### config.mk
export PLATFORM = sky130hd
export DESIGN_NAME = supply_wdt_reset
export DESIGN_NICKNAME = d
export VERILOG_FILES = /design/src/rtl/rstgen_pkg.sv /design/src/rtl/rst_hold_ctr.sv /design/src/rtl/wdt_prescale.sv /design/src/rtl/wdt_interval.sv /design/src/rtl/supply_wdt_reset.sv
export SDC_FILE = /design/constraint.sdc
export NUM_CORES = 1
export LEC_CHECK = 0
export ABC_AREA = 1
export ABC_CLOCK_PERIOD_IN_PS = 2200
export BUFFER_PORTS_ARGS = -buffer_cell sky130_fd_sc_hd__buf_2
export CAP_MARGIN = 20
export CORE_MARGIN = 5
export CORE_UTILIZATION = 35
export DETAILED_ROUTE_END_ITERATION = 10
export GPL_TIMING_DRIVEN = 0
export PLACE_DENSITY = 0.5
export SLEW_MARGIN = 40
export SYNTH_ARGS = -nofsm -noshare
export SYNTH_HDL_FRONTEND = slang
export SYNTH_SLANG_ARGS = --single-unit
### constraint.sdc
create_clock -name clk_i -period 2.2 [get_ports clk_i]
set_clock_uncertainty 0.2 [all_clocks]
set_input_delay 0.22 -clock clk_i [delete_from_list [all_inputs] [get_ports clk_i]]
set_output_delay 0.22 -clock clk_i [all_outputs]
set_load 0.01 [all_outputs]
### src/rtl/rstgen_pkg.sv
package rstgen_pkg;
  localparam int SEL_W   = 3;
  localparam int CFG_W   = 5;
  localparam int CLR_BIT = 4;
  localparam int EN_BIT  = 3;
  localparam int UNIT_W  = 4;

  // interval code 0 selects the longest interval
  function automatic logic [UNIT_W-1:0] sel_to_units(logic [SEL_W-1:0] s);
    return (s == '0) ? UNIT_W'(8) : UNIT_W'(s);
  endfunction
endpackage

### src/rtl/rst_hold_ctr.sv
module rst_hold_ctr #(
  parameter int HOLD_CYC = 144
) (
  input  logic clk_i,
  input  logic rst_ni,
  input  logic lvr_i,
  input  logic ovf_i,
  output logic busy_o
);
  localparam int CW = $clog2(HOLD_CYC + 1);
  localparam logic [CW-1:0] HOLD_V = CW'(HOLD_CYC);

  logic [CW-1:0] cnt_q;

  always_ff @(posedge clk_i or negedge rst_ni) begin
    if (!rst_ni)              cnt_q <= HOLD_V;
    else if (lvr_i || ovf_i)  cnt_q <= HOLD_V;
    else if (cnt_q != '0)     cnt_q <= cnt_q - 1'b1;
  end

  assign busy_o = (cnt_q != '0);

  p_lvr_reload_r2: assert property (@(posedge clk_i) disable iff (!rst_ni)
    lvr_i |=> (cnt_q == HOLD_V));
  p_ovf_stretch_r5: assert property (@(posedge clk_i) disable iff (!rst_ni)
    ovf_i |=> (busy_o && cnt_q == HOLD_V));
endmodule

### src/rtl/wdt_prescale.sv
module wdt_prescale #(
  parameter int TICK_CYC = 3_000_000
) (
  input  logic clk_i,
  input  logic rst_ni,
  input  logic run_i,
  input  logic clr_i,
  output logic tick_o
);
  localparam int PW = $clog2(TICK_CYC + 1);
  localparam logic [PW-1:0] LAST = PW'(TICK_CYC - 1);

  logic [PW-1:0] pre_q;
  logic          wrap;

  assign wrap   = (pre_q == LAST);
  assign tick_o = run_i && !clr_i && wrap;

  always_ff @(posedge clk_i or negedge rst_ni) begin
    if (!rst_ni)               pre_q <= '0;
    else if (!run_i || clr_i)  pre_q <= '0;
    else if (wrap)             pre_q <= '0;
    else                       pre_q <= pre_q + 1'b1;
  end

  p_pre_bound_r4: assert property (@(posedge clk_i) disable iff (!rst_ni)
    pre_q <= LAST);
  p_idle_zero_r9: assert property (@(posedge clk_i) disable iff (!rst_ni)
    !run_i |=> (pre_q == '0));
endmodule

### src/rtl/wdt_interval.sv
module wdt_interval
  import rstgen_pkg::*;
(
  input  logic             clk_i,
  input  logic             rst_ni,
  input  logic             run_i,
  input  logic             clr_i,
  input  logic             tick_i,
  input  logic [SEL_W-1:0] sel_i,
  output logic             ovf_o
);
  logic [UNIT_W-1:0] unit_q;
  logic [UNIT_W-1:0] limit;

  assign limit = sel_to_units(sel_i) - 1'b1;
  // >= keeps a shortened interval from running past its limit
  assign ovf_o = tick_i && (unit_q >= limit);

  always_ff @(posedge clk_i or negedge rst_ni) begin
    if (!rst_ni)               unit_q <= '0;
    else if (!run_i || clr_i)  unit_q <= '0;
    else if (ovf_o)            unit_q <= '0;
    else if (tick_i)           unit_q <= unit_q + 1'b1;
  end

  p_units_bound_r4: assert property (@(posedge clk_i) disable iff (!rst_ni)
    unit_q <= UNIT_W'(7));
  p_clr_no_ovf_r7: assert property (@(posedge clk_i) disable iff (!rst_ni)
    clr_i |-> !ovf_o);
endmodule

### src/rtl/supply_wdt_reset.sv
module supply_wdt_reset
  import rstgen_pkg::*;
#(
  parameter int HOLD_CYC = 144,
  parameter int TICK_CYC = 3_000_000
) (
  input  logic             clk_i,
  input  logic             rst_ni,
  input  logic             supply_low_i,
  input  logic             cfg_we_i,
  input  logic [CFG_W-1:0] cfg_wdata_i,
  output logic [CFG_W-1:0] cfg_rdata_o,
  output logic             rst_o
);
  logic             wen_q;
  logic [SEL_W-1:0] sel_q;
  logic             busy, wr_ok, clr, run, tick, ovf;

  assign rst_o = !rst_ni || supply_low_i || busy;
  assign wr_ok = cfg_we_i && !rst_o;
  assign clr   = wr_ok && cfg_wdata_i[CLR_BIT];
  assign run   = wen_q && !rst_o;

  always_ff @(posedge clk_i or negedge rst_ni) begin
    if (!rst_ni) begin
      wen_q <= 1'b0;
      sel_q <= '0;
    end else if (supply_low_i) begin
      wen_q <= 1'b0;
      sel_q <= '0;
    end else if (wr_ok) begin
      if (cfg_wdata_i[EN_BIT]) wen_q <= 1'b1;
      sel_q <= cfg_wdata_i[SEL_W-1:0];
    end
  end

  assign cfg_rdata_o = {1'b0, wen_q, sel_q};

  rst_hold_ctr #(.HOLD_CYC(HOLD_CYC)) u_hold (
    .clk_i (clk_i),
    .rst_ni(rst_ni),
    .lvr_i (supply_low_i),
    .ovf_i (ovf),
    .busy_o(busy)
  );

  wdt_prescale #(.TICK_CYC(TICK_CYC)) u_pre (
    .clk_i (clk_i),
    .rst_ni(rst_ni),
    .run_i (run),
    .clr_i (clr),
    .tick_o(tick)
  );

  wdt_interval u_int (
    .clk_i (clk_i),
    .rst_ni(rst_ni),
    .run_i (run),
    .clr_i (clr),
    .tick_i(tick),
    .sel_i (sel_q),
    .ovf_o (ovf)
  );

  p_lvr_forces_rst_r1: assert property (@(posedge clk_i) disable iff (!rst_ni)
    supply_low_i |-> rst_o);
  p_wen_sticky_r6: assert property (@(posedge clk_i) disable iff (!rst_ni)
    (wen_q && !supply_low_i) |=> wen_q);
  p_clr_reads_zero_r7: assert property (@(posedge clk_i) disable iff (!rst_ni)
    !cfg_rdata_o[CLR_BIT]);
  p_cfg_locked_r8: assert property (@(posedge clk_i) disable iff (!rst_ni)
    (rst_o && !supply_low_i) |=> $stable(cfg_rdata_o));
  p_off_no_ovf_r9: assert property (@(posedge clk_i) disable iff (!rst_ni)
    !wen_q |-> !ovf);
endmodule

==> metrics.md <==
| Metric | Value |
|---|---|
| Status | `complete, no violations` |
| Register-to-Register Setup Slack | `190 ps` |
| Final WL | `4400 um` |
| Clk pwr share | `0.353` |
| Period utilisation layout | `0.912` |
| Initial antenna violation count | `0` |
| Synth warn | `0` |
| Avg Inst Size Synth | `8.16 um2` |
| Hold path startpoint | `cfg_we_i` |
| Setup crit start | `sel_q[0]` |
| Antenna cells | `0` |
| Sequential fraction of the synthesis area | `0.421` |
| Origin of the critical flop-to-flop path | `sel_q[0]` |
| Mapped cell area | `0.00227 mm2` |
| Post-route DRC | `0` |
| Nets | `324` |
| Post-synthesis simple-gate area fraction | `0.347` |
| Syn_nets | `296` |
| Hpwl dp | `3230 um` |
| Clk pin slew, worst setup/hold paths | `70 ps` |
| Core box area | `0.00631 mm2` |
| Hold Path Class | `primary input to register` |
| Post-Synth XOR/XNOR Area | `0.0464` |
| Largest net degree at the start of global routing | `37` |
| Setup violators final | `0` |
| Max Used Layer | `met4` |
| Power Dens Cells | `532 mW/mm2` |
| Chip width | `90.5 um` |
| Minimum clock period | `2010 ps` |
| EDFF count, synth | `0` |
| Multiplexer share of the synthesized area | `0` |
| DRT antenna net count | `0` |
| Row cnt | `29` |
| Initial Util | `0.359` |
| Io pins | `15` |
| Setup Crit Path Kind | `register to register` |
| Initial DRC Count | `55` |
| Max-slew violation count | `0` |
| GRT Total Usage | `0.116` |
| Max FO, Critical Path | `3` |
| WL per Instance | `11.4 um` |
| Post-synth cell types | `33` |
| Mapped Cells | `278` |
| P_leak | `0.00123 uW` |
| Hold WS | `124 ps` |
| Final std cells w/o fill | `384` |
| Combinational family with the most area after synthesis | `simple AND/OR/NAND/NOR gates` |
| Synthesized flop and latch total | `38` |
| CTS root buf | `clkbuf_8` |
| Adder-cell share of the synthesized area | `0.0497` |
| CP endpoint kind | `register` |
| Synth async-reset ratio | `1.00` |
| Hold Path Depth | `3` |
| R2R cell count | `10` |
| P&R area growth vs syn | `15.8%` |
| Cts bufs inserted | `5` |
| Net Sw Frac | `0.252` |
| CP Data Arrival Time | `2010 ps` |
| Top cells by area, synth | `dfrtp_1 (40%), nand2_1 (7.9%), nor2_1 (7.0%), inv_1 (6.3%), ha_1 (5.0%)` |
| Seq pwr share | `0.534` |
| Final hold violations | `0` |
| Detailed Routing Iterations Pass 1 | `4` |
| DR vias | `1741` |
| Power Total | `1400 uW` |
| Area leader, netlist | `dfrtp_1` |
| Primary FF master, synth | `dfrtp_1` |
| Top-area cell type share of the netlist area | `0.397` |
| First-pass GRT wire length | `7960 um` |
| Met2 wire length | `2000 um` |
| Gr ovfl total | `0` |
| Layout cell share with drive strength beyond 1 | `0.212` |
| Clock buffer depth | `2` |
| Sum Neg Setup Slack | `0 ps` |
| Psw | `352 uW` |
| RSZ-0062 raised after global routing | `no` |
| Worst vdd ir | `0.390 mV` |
| IO buf count | `13` |
| Worst setup SP type | `register` |
| Vias in the first global route | `1715` |
| FMAX | `0.499 GHz` |
| WL met3 | `86 um` |
| Comb power frac | `0.113` |
| TritonCTS Sinks | `38` |
| Die Y | `90.5 um` |
| H-tree levels | `2` |
| Max-Cap Viols | `0` |
| Internal | `1040 uW` |
| Clk Latency, worst-skew pair | `280 ps` |
| Metal-1 WL | `2270 um` |
| Number of vias per cell | `4.53` |
| CTS tree | `built` |
| Post-synthesis compound-gate area fraction | `0.0458` |
| Die area | `0.00819 mm2` |
| Placed cells | `368` |
| RePlAce Congestion | `0.763` |
| Worst EP required | `2200 ps` |
-- worst paths after layout --
check,to
setup / recovery,u_hold.cnt_q[4]
hold / removal,sel_q[0]
setup reg to reg,u_hold.cnt_q[4]
hold reg to reg,u_pre.pre_q[0]
max in group asynchronous,u_pre.pre_q[21]
min in group asynchronous,u_hold.cnt_q[4]
-- worst max-delay path, stage by stage, from the launching register on --
cell	delay, ps
dfrtp_1	380
inv_1	100
ha_1	240
ha_1	290
inv_1	60
nor2_1	30
o21ai_0	140
nand3_1	160
nand3_2	150
buf_4	120
o211ai_1	70
-- registers in the layout, summed over array words and instances, names as in the netlist --
name          count
sel_q             3
wen_q             1
u_pre.pre_q      22
u_int.unit_q      4
u_hold.cnt_q      8
-- through the flow --
step	setup WS, ps	utilization	cell area (um2)
after floorplan	308	-	2270
after CTS	11.6	0.412	2600
after global placement	-83.2	0.385	2430
final	194	0.416	2630
after detailed placement	32.4	0.385	2430
after global routing	33.6	0.416	2630
-- routing by layer --
metal | track usage | vias up
met2 | 0.186 | 6
met3 | 0.0258 | 5
li1 | - | 929
met5 | 0 | -
met1 | 0.158 | 801
met4 | 0.0298 | 0
-- Yosys cell counts (2+ instances only) --
cell      n
nand2_2   9
nor2_1   42
nor3b_2   3
xnor2_1   3
buf_4     2
xor2_1    9
a21oi_1  10
nor2_2   11
ha_1      9
nor3_2    3
nand2_4   2
dfrtp_1  36
dfstp_2   2
inv_1    38
conb_1    2
nand2_1  48
o21ai_0   3
nand4_1   6
nor2_4    2
nand3_1  22
nor3_1    4
-- cell type report --
type                       count  area, um2
inverter                      39        151
tap                           77       96.3
fill                         663       3690
buffer                         4       46.3
multi-input combinational    197       1130
clock buffer                   7       86.3
clock inverter                 1       5.00
timing repair buffer          21        155
sequential                    38        953
-- cell families after synthesis --
kind of cell               Yosys count
DFF                                 38
adders and majority gates            9
xor gates and xnor gates            12
other                                2
buffers and inverters               43
AOI/OAI and AO/OA                   18
and+or+nand+nor                    156
-- cells in the final DEF (no fill, tap or decap), types with 9 or more instances in the layout --
cell,instances
inv_1,38
nor2_1,41
dfrtp_1,36
buf_2,12
ha_1,9
nand3_1,21
a21oi_1,10
xor2_1,9
nand2_2,9
nand2_1,47
nor2_2,12
-- what timing repair did --
action / 4_1_cts / 5_1_grt
gates resized for setup: 0 / 4
buffers inserted: 0 / 1
hold buffers: 7 / 0
endpoints found under the setup margin: 0 / 6
endpoints found under the hold margin: 40 / 0
-- power groups by stage --
| stage | sequential (uW) | combinational (uW) | clock, uW |
|---|---|---|---|
| CTS | 745 | 160 | 520 |
| global route | 748 | 184 | 547 |
| detailed placement | 758 | 144 | 0 |
| global placement | 758 | 144 | 0 |
| floorplan | 755 | 104 | 0 |
| finish | 745 | 158 | 494 |
(Power assumes the default switching activity.)
